**config.mk**
```make
export PLATFORM = sky130hd
export DESIGN_NAME = e1_mfa_ctrl
export DESIGN_NICKNAME = d
export VERILOG_FILES = /design/src/rtl/e1_mfa_ctrl.sv
export SDC_FILE = /design/constraint.sdc
export NUM_CORES = 1
export LEC_CHECK = 0
export ABC_AREA = 1
export ABC_CLOCK_PERIOD_IN_PS = 5600
export CAP_MARGIN = 25
export CORE_MARGIN = 2
export CORE_UTILIZATION = 25
export CTS_BUF_LIST = sky130_fd_sc_hd__clkbuf_8
export CTS_CLUSTER_DIAMETER = 50
export CTS_CLUSTER_SIZE = 25
export DETAILED_ROUTE_END_ITERATION = 10
export DONT_BUFFER_PORTS = 1
export PLACE_DENSITY = 0.48
export REMOVE_ABC_BUFFERS = 1
export SYNTH_ARGS = -nofsm -noshare
export SYNTH_HDL_FRONTEND = slang
export SYNTH_SLANG_ARGS = --single-unit
export TNS_END_PERCENT = 1
```
**constraint.sdc**
```tcl
create_clock -name clk -period 5.6 [get_ports clk]
set_clock_uncertainty 0.2 [all_clocks]
set_input_delay 0.28 -clock clk [delete_from_list [all_inputs] [get_ports clk]]
set_output_delay 0.28 -clock clk [all_outputs]
set_load 0.005 [all_outputs]
```
**src/rtl/e1_mfa_ctrl.sv**
```systemverilog
module e1_mfa_ctrl #(
  parameter int FPM    = 16,
  parameter int WIN_FR = 64,
  parameter int REM_FR = 48,
  parameter int IW_FR  = 3200,
  parameter logic [5:0] PAT = 6'b001011
) (
  input  logic clk,
  input  logic rst_n,
  input  logic frm_stb,
  input  logic frm_odd,
  input  logic mf_bit,
  input  logic dfa_ok,
  input  logic auto_rsync_en,
  input  logic iw_en,
  output logic lmfa,
  output logic mfa_rec,
  output logic win_exp,
  output logic rsync_req,
  output logic non_crc4
);
  localparam int TW  = $clog2(WIN_FR + 1);
  localparam int IWW = $clog2(IW_FR + 1);
  localparam int PW  = $clog2(FPM);

  typedef enum logic [1:0] {HUNT, SRCH, SYNC, NOCRC} st_t;

  st_t            st;
  logic [4:0]     sh;
  logic [TW-1:0]  tmr;
  logic [IWW-1:0] iwc;
  logic [PW-1:0]  ph;
  logic           have;

  wire hit     = frm_stb && frm_odd && ({sh, mf_bit} == PAT);
  wire confirm = hit && have && (ph == '0);

  assign lmfa     = (st != SYNC);
  assign non_crc4 = (st == NOCRC);

  always_ff @(posedge clk) begin
    if (!rst_n) sh <= '1;
    else if (frm_stb && frm_odd) sh <= {sh[3:0], mf_bit};
  end

  always_ff @(posedge clk) begin
    if (!rst_n) begin
      st <= HUNT; tmr <= '0; iwc <= '0; ph <= '0; have <= 1'b0;
      mfa_rec <= 1'b0; win_exp <= 1'b0; rsync_req <= 1'b0;
    end else begin
      mfa_rec <= 1'b0; win_exp <= 1'b0; rsync_req <= 1'b0;
      if (!dfa_ok) st <= HUNT;
      else case (st)
        HUNT: begin
          st <= SRCH; tmr <= TW'(WIN_FR); have <= 1'b0; iwc <= '0;
        end
        SRCH: if (frm_stb) begin
          ph <= (ph == PW'(FPM - 1)) ? '0 : ph + 1'b1;
          if (iwc != IWW'(IW_FR - 1)) iwc <= iwc + 1'b1;
          if (confirm) begin
            st <= SYNC; mfa_rec <= 1'b1;
          end else if (iw_en && iwc == IWW'(IW_FR - 1)) begin
            st <= NOCRC;
          end else if (hit) begin
            have <= 1'b1; ph <= PW'(1); tmr <= TW'(REM_FR);
          end else if (tmr == TW'(1)) begin
            win_exp <= 1'b1; rsync_req <= auto_rsync_en;
            have <= 1'b0; tmr <= TW'(WIN_FR);
          end else begin
            tmr <= tmr - 1'b1;
          end
        end
        default: ;
      endcase
    end
  end

  AST_REC_ON_FALL: assert property (@(posedge clk) disable iff (!rst_n)
    mfa_rec |-> !lmfa && $past(lmfa));
  AST_SYNC_HELD: assert property (@(posedge clk) disable iff (!rst_n)
    (!lmfa && dfa_ok) |=> !lmfa);
  AST_EXP_ONE_CLK: assert property (@(posedge clk) disable iff (!rst_n)
    win_exp |=> !win_exp);
  AST_EXP_IN_SEARCH: assert property (@(posedge clk) disable iff (!rst_n)
    win_exp |-> lmfa && !non_crc4);
  AST_RSYNC_WITH_EXP: assert property (@(posedge clk) disable iff (!rst_n)
    rsync_req |-> win_exp && $past(auto_rsync_en));
  AST_NOCRC_STICKY: assert property (@(posedge clk) disable iff (!rst_n)
    (non_crc4 && dfa_ok) |=> non_crc4 && lmfa);
  AST_LOSS_HUNT: assert property (@(posedge clk) disable iff (!rst_n)
    !dfa_ok |=> lmfa && !non_crc4 && !mfa_rec);
endmodule

```
==> metrics.yaml <==
p_leak_nw: 0.851
r2r-end: "iwc[3]"
cts_made_buffers: 5
die_area_sq_um: 8060
drv_slew: 0
clk_pin_slew_worst_paths_ns: 0.07
post_cts_buffers: 0
portBuffers: 0
max-cap-violations: 0
htreeDepth: 2
drc_errors: 0
grt_usage_pct: 10.6
instances_no_fill: 370
min_period_ns: 2.15
worstMarginPinSlew_ns: 0.532
grt.overflow.total: 0
cp_cell_sequence: "ha_1, nand3_1, nor2_1, nand3_1, nand2_2, inv_2, a21oi_2, inv_1, a21oi_1"
tns_ns: 0
slowest_stage: "dfxtp_1"
antenna_found_initial: 0
die_x_um: 89.8
grt_pass1_wl_um: 6990
dpl.cell_count: 358
worstReg2RegStart: "iwc[0]"
crit_fanout: 12
wire_per_inst_um: 10.8
dr.pass1.iters: 4
hold_depth: 2
drive_gt1_share_pct: 9.23
routabilityCongestion: 0.830
syn_inst: 263
setup.worst_path.end_class: "flip-flop"
hold_ws_ns: 0.0452
status: "complete, no violations"
rows: 31
die_h_um: 89.8
crit_top_cell: "nand3_1"
hold_class: "in2reg"
reg2reg_depth: 9
post_drt_via_cell_ratio: 4.32
core-area_sq_um: 7180
fmax_mhz: 465
crit_required_ns: 5.62
start_util_pct: 25.6
clk_latency_ns: 0.29
syn_to_final_growth_pct: 12.7
dpl_cell_area_sq_um: 1940
synth_area_sq_um: 1840
dp_hpwl_um: 2970
ant_nets: 0
cellPowerDensity_nw_per_um2: 244
vias: 1599
nNetsFinal: 283
cts_hold_buf: 4
fin_area_sq_um: 2070
wirelength_um: 3990
ys_ff_latch: 34
rsz0062_at_grt: "false"
cts_tree: "done"
setup_viol: 0
syn_area_per_cell_sq_um: 7.00
cts_resized: 0
hold_path_startpoint: "frm_stb"
synth_seq_area_share_pct: 37.0
cts_root_buf: "clkbuf_8"
max_stage_delay_ns: 0.41
r2r_slack_ns: 3.45
critPathArrivalTime_ns: 2.17
synth.distinct_cells: 34
slew_headroom_pct: 64.4
drt-initial-drc-count: 33
critical_path_class: "reg2reg"
grt_pass1_vias: 1501
yosys_warnings: 0
total_power_uw: 505
period_share_pct: 38.4
whs_endpoint: "sh[2]"
clock_path_buffers: 2
io_pins: 13
clock_sinks: 34
n_antenna_cell: 0
critical_path.startpoint_type: "flip-flop"
irDropWorstVdd_v: 0.0000914
grt_start_max_net_pins: 16
finalHoldViolCount: 0
n_fill_cell: 793
==> where the power goes <==
part	switching (mW)	internal, mW
clock	0.0956	0.0989
combinational	0.0337	0.0206
sequential	0.00686	0.250
total	0.136	0.369
==> area by class of cell <==
class                      instances  area [sq um]  area share (%)
clock buffer                       6          82.6            3.98
clock inverter                     2          12.5           0.603
inverter                          35           134            6.45
multi-input combinational        190          1000            48.3
sequential                        34           681            32.8
tap                               99           124            5.97
timing repair buffer               4          40.0            1.93
==> metrics by stage <==
step / worst slack (ns) / util, %
2_1_floorplan: 3.76 / -
3_3_place_gp: 3.50 / 27.0
3_5_place_dp: 3.45 / 27.0
4_1_cts: 3.43 / 28.9
5_1_grt: 3.18 / 28.9
6_report: 3.45 / 28.9
==> critical path: cells and delay by family (launching register included) <==
kind / cells / cell delay [ns]
flip-flops: 1 / 0.41
adder cells (fa/ha/maj): 1 / 0.28
buffers and inverters: 2 / 0.27
AO/OA/AOI/OAI: 2 / 0.33
AND/OR/NAND/NOR: 4 / 0.60
==> logic make-up after synthesis <==
kind of cell,after synthesis,share of synthesized area [%]
and+or+nand+nor,144,35.6
adders and majority gates,5,3.40
DFF,34,37.0
buffers and inverters,39,8.63
xor gates and xnor gates,9,4.28
AOI/OAI and AO/OA,32,11.1
==> cell usage in the layout, fill, tap and decap left out, types with 2 or more instances in the layout <==
cell / instances
inv_1: 31
inv_2: 3
nand3_1: 17
nand4_1: 9
o211ai_1: 4
o21ai_0: 6
xor2_1: 6
a31oi_1: 2
nor3_1: 10
dlygate4sd3_1: 4
nand2_1: 56
nand2_2: 4
dfxtp_1: 34
a21oi_1: 15
nand3_2: 2
clkbuf_8: 6
ha_1: 5
xnor2_1: 3
nor2_1: 38
==> synth_stat cells (all sizes together) <==
library cell / n / share of area [%]
o2111ai: 1 / 0.48
o211ai: 4 / 1.6
nand4: 9 / 3.1
a32o: 1 / 0.54
a211oi: 1 / 1.1
clkbuf: 1 / 0.20
nand3: 19 / 5.7
a31oi: 2 / 0.68
nor3b: 1 / 0.41
buf: 3 / 1.2
o21ai: 6 / 1.6
ha: 5 / 3.4
and3: 1 / 0.34
inv: 35 / 7.3
a21oi: 16 / 4.6
nor4: 1 / 0.34
nor3: 11 / 3.3
nand2: 61 / 13
nor2: 40 / 8.7
dfxtp: 34 / 37
o211a: 1 / 0.54
xor2: 6 / 2.9
or2: 1 / 0.34
xnor2: 3 / 1.4
==> routing by layer <==
layer	track usage (%)	part of all wire, %	vias up	routed length, um
met5	0	0	-	0
met2	17.4	46	12	1850
li1	-	-	867	-
met1	13.3	49	713	1940
met3	2.35	3.0	7	121
met4	4.62	2.0	0	81
==> worst max path at each step <==
stage          slack [ns]      to    from
6_report             3.45  iwc[3]  iwc[0]
5_1_grt              3.18  iwc[3]  iwc[0]
4_1_cts              3.43  iwc[3]  iwc[0]
3_3_place_gp         3.50  iwc[3]  iwc[0]
3_5_place_dp         3.45  iwc[3]  iwc[0]
2_1_floorplan        3.76  iwc[3]  iwc[0]
==> flip-flops by register name, indices dropped and copies added, names as in the netlist <==
| signal | count |
|---|---|
| win_exp | 1 |
| ph | 4 |
| rsync_req | 1 |
| iwc | 12 |
| sh | 5 |
| st | 2 |
| tmr | 7 |
| have | 1 |
| mfa_rec | 1 |
No activity file was read; power rests on OpenSTA's default activity.
